==> src/rtl/key_wdt_pkg.sv <==
package key_wdt_pkg;

    localparam int CKS_MAX_W = 4;
    localparam int CNT_W     = 8;
    localparam int DATA_W    = 16;

    localparam logic [2:0] ADDR_CTRL = 3'd0;
    localparam logic [2:0] ADDR_CNT  = 3'd2;
    localparam logic [2:0] ADDR_RSC  = 3'd4;

    localparam logic [7:0]  KEY_CTRL  = 8'hA5;
    localparam logic [7:0]  KEY_CNT   = 8'h5A;
    localparam logic [7:0]  KEY_RSC   = 8'h5A;
    localparam logic [15:0] CLR_CODE  = 16'hA500;

    typedef struct packed {
        logic                 en;
        logic                 wt;
        logic [CKS_MAX_W-1:0] cks;
        logic [CNT_W-1:0]     cnt;
        logic                 rste;
        logic                 ovf;
        logic                 seen;
    } wdt_state_t;

    // largest divider exponent for a given select width
    function automatic int unsigned max_exp(input int unsigned cks_w);
        return (cks_w == 4) ? 22 : 14;
    endfunction

    // divider exponent for a select code
    function automatic int unsigned div_exp(input logic [CKS_MAX_W-1:0] code,
                                            input int unsigned cks_w);
        int unsigned top_code;
        top_code = (1 << cks_w) - 1;
        return 1 + (int'(code) * (max_exp(cks_w) - 1)) / top_code;
    endfunction

endpackage

==> src/rtl/wdt_prescaler.sv <==
module wdt_prescaler
    import key_wdt_pkg::*;
#(
    parameter int CKS_W = 4
) (
    input  logic                 clk_i,
    input  logic                 rst_ni,
    input  logic                 run_i,
    input  logic                 clr_i,
    input  logic [CKS_MAX_W-1:0] code_i,
    output logic                 tick_o
);
    localparam int PRE_W = max_exp(CKS_W);

    logic [PRE_W-1:0] pre_d, pre_q;
    logic [PRE_W-1:0] mask;

    always_comb begin
        mask   = (PRE_W'(1) << div_exp(code_i, CKS_W)) - PRE_W'(1);
        tick_o = run_i && !clr_i && ((pre_q & mask) == mask);
        if (clr_i || !run_i) begin
            pre_d = '0;
        end else begin
            pre_d = pre_q + PRE_W'(1);
        end
    end

    always_ff @(posedge clk_i or negedge rst_ni) begin
        if (!rst_ni) begin
            pre_q <= '0;
        end else begin
            pre_q <= pre_d;
        end
    end
endmodule

==> src/rtl/wdt_rst_pulse.sv <==
module wdt_rst_pulse #(
    parameter int PULSE_LEN = 16
) (
    input  logic clk_i,
    input  logic rst_ni,
    input  logic fire_i,
    output logic pulse_o
);
    localparam int PW = $clog2(PULSE_LEN + 1);

    logic [PW-1:0] left_d, left_q;

    always_comb begin
        left_d = left_q;
        if (fire_i) begin
            left_d = PW'(PULSE_LEN);
        end else if (left_q != '0) begin
            left_d = left_q - PW'(1);
        end
    end

    always_ff @(posedge clk_i or negedge rst_ni) begin
        if (!rst_ni) begin
            left_q <= '0;
        end else begin
            left_q <= left_d;
        end
    end

    assign pulse_o = (left_q != '0);
endmodule

==> src/rtl/key_wdt.sv <==
module key_wdt
    import key_wdt_pkg::*;
#(
    parameter int CKS_W     = 4,
    parameter int PULSE_LEN = 16
) (
    input  logic              clk_i,
    input  logic              rst_ni,
    input  logic              bus_wr_i,
    input  logic              bus_rd_i,
    input  logic [2:0]        bus_addr_i,
    input  logic [DATA_W-1:0] bus_wdata_i,
    output logic [DATA_W-1:0] bus_rdata_o,
    output logic              wdt_rst_o
);
    localparam logic [CKS_MAX_W-1:0] CKS_MASK = CKS_MAX_W'((1 << CKS_W) - 1);

    wdt_state_t st_d, st_q;
    logic       tick;
    logic       pre_clr;
    logic       fire;
    logic       ctrl_hit, cnt_hit, rsc_hit, clr_hit;

    wdt_prescaler #(.CKS_W(CKS_W)) u_pre (
        .clk_i  (clk_i),
        .rst_ni (rst_ni),
        .run_i  (st_q.en),
        .clr_i  (pre_clr),
        .code_i (st_q.cks),
        .tick_o (tick)
    );

    wdt_rst_pulse #(.PULSE_LEN(PULSE_LEN)) u_pulse (
        .clk_i   (clk_i),
        .rst_ni  (rst_ni),
        .fire_i  (fire),
        .pulse_o (wdt_rst_o)
    );

    always_comb begin
        st_d    = st_q;
        fire    = 1'b0;
        ctrl_hit = bus_wr_i && (bus_addr_i == ADDR_CTRL) && (bus_wdata_i[15:8] == KEY_CTRL);
        cnt_hit  = bus_wr_i && (bus_addr_i == ADDR_CNT)  && (bus_wdata_i[15:8] == KEY_CNT);
        clr_hit  = bus_wr_i && (bus_addr_i == ADDR_RSC)  && (bus_wdata_i == CLR_CODE);
        rsc_hit  = bus_wr_i && (bus_addr_i == ADDR_RSC)  && (bus_wdata_i[15:8] == KEY_RSC);
        pre_clr  = cnt_hit;

        if (ctrl_hit) begin
            st_d.en  = bus_wdata_i[5];
            st_d.wt  = bus_wdata_i[6];
            st_d.cks = bus_wdata_i[CKS_MAX_W-1:0] & CKS_MASK;
        end

        // a read of the set flag arms the clear
        if (bus_rd_i && (bus_addr_i == ADDR_RSC) && st_q.ovf) begin
            st_d.seen = 1'b1;
        end

        if (clr_hit) begin
            if (st_q.seen) begin
                st_d.ovf  = 1'b0;
                st_d.seen = 1'b0;
            end
        end else if (rsc_hit) begin
            st_d.rste = bus_wdata_i[6];
        end

        // counter write wins over a tick in the same cycle
        if (cnt_hit) begin
            st_d.cnt = bus_wdata_i[CNT_W-1:0];
        end else if (tick) begin
            st_d.cnt = st_q.cnt + CNT_W'(1);
            if (st_q.cnt == '1) begin
                st_d.ovf = 1'b1;
                fire     = st_q.rste && st_q.wt;
            end
        end
    end

    always_ff @(posedge clk_i or negedge rst_ni) begin
        if (!rst_ni) begin
            st_q <= '0;
        end else begin
            st_q <= st_d;
        end
    end

    always_comb begin
        case (bus_addr_i)
            ADDR_CTRL: bus_rdata_o = {8'h00, 1'b0, st_q.wt, st_q.en, 1'b0, st_q.cks};
            ADDR_CNT:  bus_rdata_o = {8'h00, st_q.cnt};
            ADDR_RSC:  bus_rdata_o = {8'h00, st_q.ovf, st_q.rste, 6'b000000};
            default:   bus_rdata_o = '0;
        endcase
    end
endmodule

==> config.mk <==
export PLATFORM = sky130hd
export DESIGN_NAME = key_wdt
export DESIGN_NICKNAME = d
export VERILOG_FILES = /design/src/rtl/key_wdt_pkg.sv /design/src/rtl/wdt_prescaler.sv /design/src/rtl/wdt_rst_pulse.sv /design/src/rtl/key_wdt.sv
export SDC_FILE = /design/constraint.sdc
export NUM_CORES = 1
export LEC_CHECK = 0
export CORE_ASPECT_RATIO = 1.1
export CORE_MARGIN = 2
export CORE_UTILIZATION = 59
export DETAILED_ROUTE_END_ITERATION = 6
export PLACE_DENSITY_LB_ADDON = 0.2
export SKIP_CTS_REPAIR_TIMING = 1
export SLEW_MARGIN = 25
export SYNTH_ARGS = -nofsm -noshare
export SYNTH_HDL_FRONTEND = slang
export SYNTH_SLANG_ARGS = --single-unit
==> constraint.sdc <==
create_clock -name clk_i -period 9.1 [get_ports clk_i]
set_input_delay 1.365 -clock clk_i [delete_from_list [all_inputs] [get_ports clk_i]]
set_output_delay 1.365 -clock clk_i [all_outputs]
set_load 0.02 [all_outputs]
==> insert_results.sql <==
INSERT INTO impl_metrics (metric_group, metric, value, unit) VALUES
('job', 'max_cap_violations', '0', ''),
('synthesis', 'post_synth_instance_area', '4530', 'um2'),
('timing', 'fmax', '0.118', 'GHz'),
('grt', 'grt_first_pass_wirelength', '20500', 'um'),
('critical_path', 'setup.worst_path.start_class', 'flop', ''),
('critical_path', 'worst-path-max-fanout', '16', ''),
('synthesis', 'yosys-top-cells-area', 'sky130_fd_sc_hd__dfrtp_1 24%, sky130_fd_sc_hd__nor2_1 6.9%, sky130_fd_sc_hd__ha_1 5.0%, sky130_fd_sc_hd__nand2_1 4.0%, sky130_fd_sc_hd__xnor2_1 3.1%', ''),
('critical_path', 'worst_ep_arrival_time', '8700', 'ps'),
('cells_and_area', 'layout-area-overhead-vs-synth', '11.5', '%'),
('timing', 'timing_max_transition_violations_final', '0', ''),
('timing', 'worst_slew_margin_rel', '35.4', '%'),
('critical_path', 'critPathMaxStageDelay', '460', 'ps'),
('detailed_routing', 'drt_pre_antenna_iters', '6', ''),
('grt', 'grt_max_degree', '45', ''),
('floorplan', 'die_width', '87.6', 'um'),
('detailed_routing', 'wirelength', '12400', 'um'),
('floorplan', 'placeable_core_region', '7430', 'um2'),
('synthesis', 'synth.avg_cell_area', '7.87', 'um2'),
('placement', 'post_placement_cell_area', '4870', 'um2'),
('detailed_routing', 'vias_per_cell', '6.67', ''),
('synthesis', 'synth-async-reset-ratio', '100', '%'),
('cts', 'cts_tree', 'done', ''),
('grt', 'groute.usage.overall', '30.4', '%'),
('floorplan', 'fp-row-count', '33', ''),
('cts', 'number_of_buffers_created_by_cts', '5', ''),
('cells_and_area', 'finalNetCount', '646', ''),
('detailed_routing', 'average_detailed_routed_wire_length_per_instance', '18.0', 'um'),
('timing', 'worst_clock_skew', '8.91', 'ps'),
('critical_path', 'worstPathBufferInverterCount', '5', ''),
('timing', 'timing_worst_slew_pin_value', '944', 'ps'),
('critical_path', 'cp.required', '9330', 'ps'),
('detailed_routing', 'remaining_drc_errors', '0', ''),
('floorplan', 'design.die.area', '8400', 'um2'),
('critical_path', 'setup.worst_path.end_class', 'flop', ''),
('timing', 'final_critical_period', '8480', 'ps'),
('synthesis', 'synth_seq_area_share', '24.3', '%'),
('cells_and_area', 'n_fill_cell', '638', ''),
('cells_and_area', 'final_standard_cell_area_without_fillers', '5050', 'um2'),
('pwr', 'cellLeakagePower', '2.01', 'nW'),
('synthesis', 'post_synthesis_cell_type_count', '88', ''),
('placement', 'dp_hpwl', '9320', 'um'),
('cts', 'clk-insertion-delay-late', '310', 'ps'),
('cts', 'clock_sinks', '44', ''),
('pwr', 'total_power', '385', 'uW'),
('synthesis', 'ys_dominant_reg_cell', 'sky130_fd_sc_hd__dfrtp_1', ''),
('synthesis', 'synthCells', '576', ''),
('synthesis', 'synth_edf_count', '0', ''),
('detailed_routing', 'antenna_left', '0', ''),
('grt', 'number_of_global_route_vias_before_repair', '4260', ''),
('cts', 'ctsLongestPathBuffers', '2', ''),
('cells_and_area', 'n_diodes', '0', ''),
('placement', 'detailedPlace.worstSlack', '197', 'ps'),
('detailed_routing', 'route.vias.total', '4617', ''),
('placement', 'io_buffer_count', '31', ''),
('cts', 'ctsHtreeMaxLevel', '2', ''),
('pwr', 'power_per_cell_area', '76.1', 'nW/um2'),
('grt', 'antenna_found_initial', '0', ''),
('cts', 'cts.clk_slew.worst_paths', '90', 'ps'),
('grt', 'globalRouteOverflowTotal', '0', ''),
('synthesis', 'synth_warnings', '0', ''),
('hold_path', 'min-delay-path-class', 'flop to flop', ''),
('timing', 'timing_hold_violations_final', '0', ''),
('synthesis', 'yosys.area.top_type', 'sky130_fd_sc_hd__dfrtp_1', ''),
('placement', 'gp_congestion', '0.947', ''),
('detailed_routing', 'drt_first_iter_violations', '394', ''),
('critical_path', 'critPathKind', 'flop to flop', ''),
('synthesis', 'synth.top_cell.area_share', '24.3', '%'),
('pwr', 'vdd.ir_drop.worst', '0.120', 'mV'),
('cells_and_area', 'layout_cell_share_with_drive_strength_beyond_1', '10.4', '%'),
('status', 'result_of_the_run', 'completed', ''),
('floorplan', 'ioPinCount', '40', ''),
('synthesis', 'synth_seq_cells', '44', ''),
('floorplan', 'dieHeight', '95.9', 'um'),
('critical_path', 'critical-path-top-delay-family', 'simple AND/OR/NAND/NOR gates', ''),
('cts', 'cts.root.buffer_cell', 'sky130_fd_sc_hd__clkbuf_8', ''),
('timing', 'final_min_period_over_clock_period', '93.2', '%'),
('timing', 'finalSetupViolCount', '0', ''),
('floorplan', 'start_util', '61.0', '%'),
('critical_path', 'crit_path_top_delay_cell', 'sky130_fd_sc_hd__or4_1', ''),
('timing', 'final.setup.worst_slack', '623', 'ps');
## flip-flops by register name (all words and copies together) (netlist names)
| name | cells |
|---|---|
| st_q | 17 |
| u_pulse.left_q | 5 |
| u_pre.pre_q | 22 |
## placed cells by master (no fill, tap or decap), types with 13 or more instances in the layout
cell type	Yosys	routed
sky130_fd_sc_hd__dfrtp_1	44	44
sky130_fd_sc_hd__and3_1	19	19
sky130_fd_sc_hd__nand4_1	13	13
sky130_fd_sc_hd__ha_1	18	17
sky130_fd_sc_hd__inv_1	24	24
sky130_fd_sc_hd__or3_1	13	13
sky130_fd_sc_hd__o21ai_0	19	19
sky130_fd_sc_hd__a21oi_1	24	24
sky130_fd_sc_hd__clkdlybuf4s50_1	0	30
sky130_fd_sc_hd__xnor2_1	16	15
sky130_fd_sc_hd__xor2_1	14	14
sky130_fd_sc_hd__nand2_1	48	48
sky130_fd_sc_hd__nor2_1	83	82
sky130_fd_sc_hd__nand3_1	26	26
## cell families after synthesis
group	share of synthesized area, %
buffers and inverters	4.94
adder cells (fa/ha/maj)	5.41
AO/OA/AOI/OAI	25.8
AND/OR/NAND/NOR	28.9
flip-flops	24.3
other	0.0828
multiplexers	4.69
XOR/XNOR	5.80
## synthesized netlist by cell type (4+ instances only)
cell                        n
sky130_fd_sc_hd__nor2b_1    6
sky130_fd_sc_hd__nor3_1     8
sky130_fd_sc_hd__o211ai_1   4
sky130_fd_sc_hd__mux2i_1   10
sky130_fd_sc_hd__a221oi_1   4
sky130_fd_sc_hd__o21ai_1    9
sky130_fd_sc_hd__a21boi_1   4
sky130_fd_sc_hd__o21ai_0   19
sky130_fd_sc_hd__o31ai_1    7
sky130_fd_sc_hd__or3_1     13
sky130_fd_sc_hd__mux2_2    10
sky130_fd_sc_hd__a211o_1    4
sky130_fd_sc_hd__a21oi_1   24
sky130_fd_sc_hd__clkbuf_1  14
sky130_fd_sc_hd__xnor2_1   16
sky130_fd_sc_hd__ha_1      18
sky130_fd_sc_hd__nand2_1   48
sky130_fd_sc_hd__nand4_1   13
sky130_fd_sc_hd__a31oi_1    7
sky130_fd_sc_hd__nor2_1    83
sky130_fd_sc_hd__xor2_1    14
sky130_fd_sc_hd__a21o_1     9
sky130_fd_sc_hd__nor4_1     5
sky130_fd_sc_hd__and3_1    19
sky130_fd_sc_hd__nand3_1   26
sky130_fd_sc_hd__dfrtp_1   44
sky130_fd_sc_hd__inv_1     24
sky130_fd_sc_hd__nand2b_1   4
sky130_fd_sc_hd__and2_1     7
sky130_fd_sc_hd__buf_4      8
sky130_fd_sc_hd__a21oi_2    4
## layer usage
metal  vias up  GRT usage [%]  share of wire [%]
li1       2186              -                  -
met1      2190           42.1                 43
met2       201           49.9                 47
met3        40           4.46                6.8
met4         0           7.95                2.5
met5         -              0                  0
## stage by stage
| stage | cells | setup TNS, ps | util [%] | hold slack, ps |
|---|---|---|---|---|
| 2_1_floorplan | 583 | 0 | - | 455 |
| 3_3_place_gp | 679 | 0 | 65.5 | 489 |
| 3_5_place_dp | 679 | 0 | 65.5 | 505 |
| 4_1_cts | 687 | 0 | 66.8 | 529 |
| 5_1_grt | 692 | -38.9 | 68.0 | 562 |
| 6_report | 692 | 0 | 68.0 | 529 |
## worst reg2reg max path, delay by kind of cell (launching register included)
family | cells | cell delay, ps
compound gates | 8 | 1860
fa+ha+maj | 6 | 1680
buf+inv | 5 | 620
flops | 1 | 440
mux | 2 | 770
simple gates | 15 | 3050
## final cells by class
| class | count | area (um2) | area share, % |
|---|---|---|---|
| Multi-Input combinational cell | 488 | 3280 | 64.9 |
| Inverter | 25 | 93.8 | 1.86 |
| Clock inverter | 3 | 26.3 | 0.520 |
| Timing Repair Buffer | 40 | 375 | 7.43 |
| Tap cell | 87 | 109 | 2.15 |
| Clock buffer | 5 | 68.8 | 1.36 |
| Sequential cell | 44 | 1100 | 21.8 |
## power by group
group / internal [mW] / total [mW] / switching, mW / leakage, nW
sequential: 0.196 / 0.197 / 0.000965 / 0.604
combinational: 0.0240 / 0.0576 / 0.0336 / 1.36
clock: 0.0565 / 0.130 / 0.0735 / 0.0491
total: 0.276 / 0.385 / 0.108 / 2.01
## path summary, 6_finish.rpt
check | from | end | slack, ps | cells after the start
max reg2reg | st_q[12] | st_q[8] | 620 | 36
max | st_q[12] | st_q[8] | 620 | 36
min in group asynchronous | rst_ni | st_q[2] | 1030 | 1
max in group asynchronous | rst_ni | st_q[16] | 7700 | 1
min | st_q[0] | st_q[0] | 530 | 2
min reg2reg | st_q[0] | st_q[0] | 530 | 2
(Power assumes the default switching activity.)
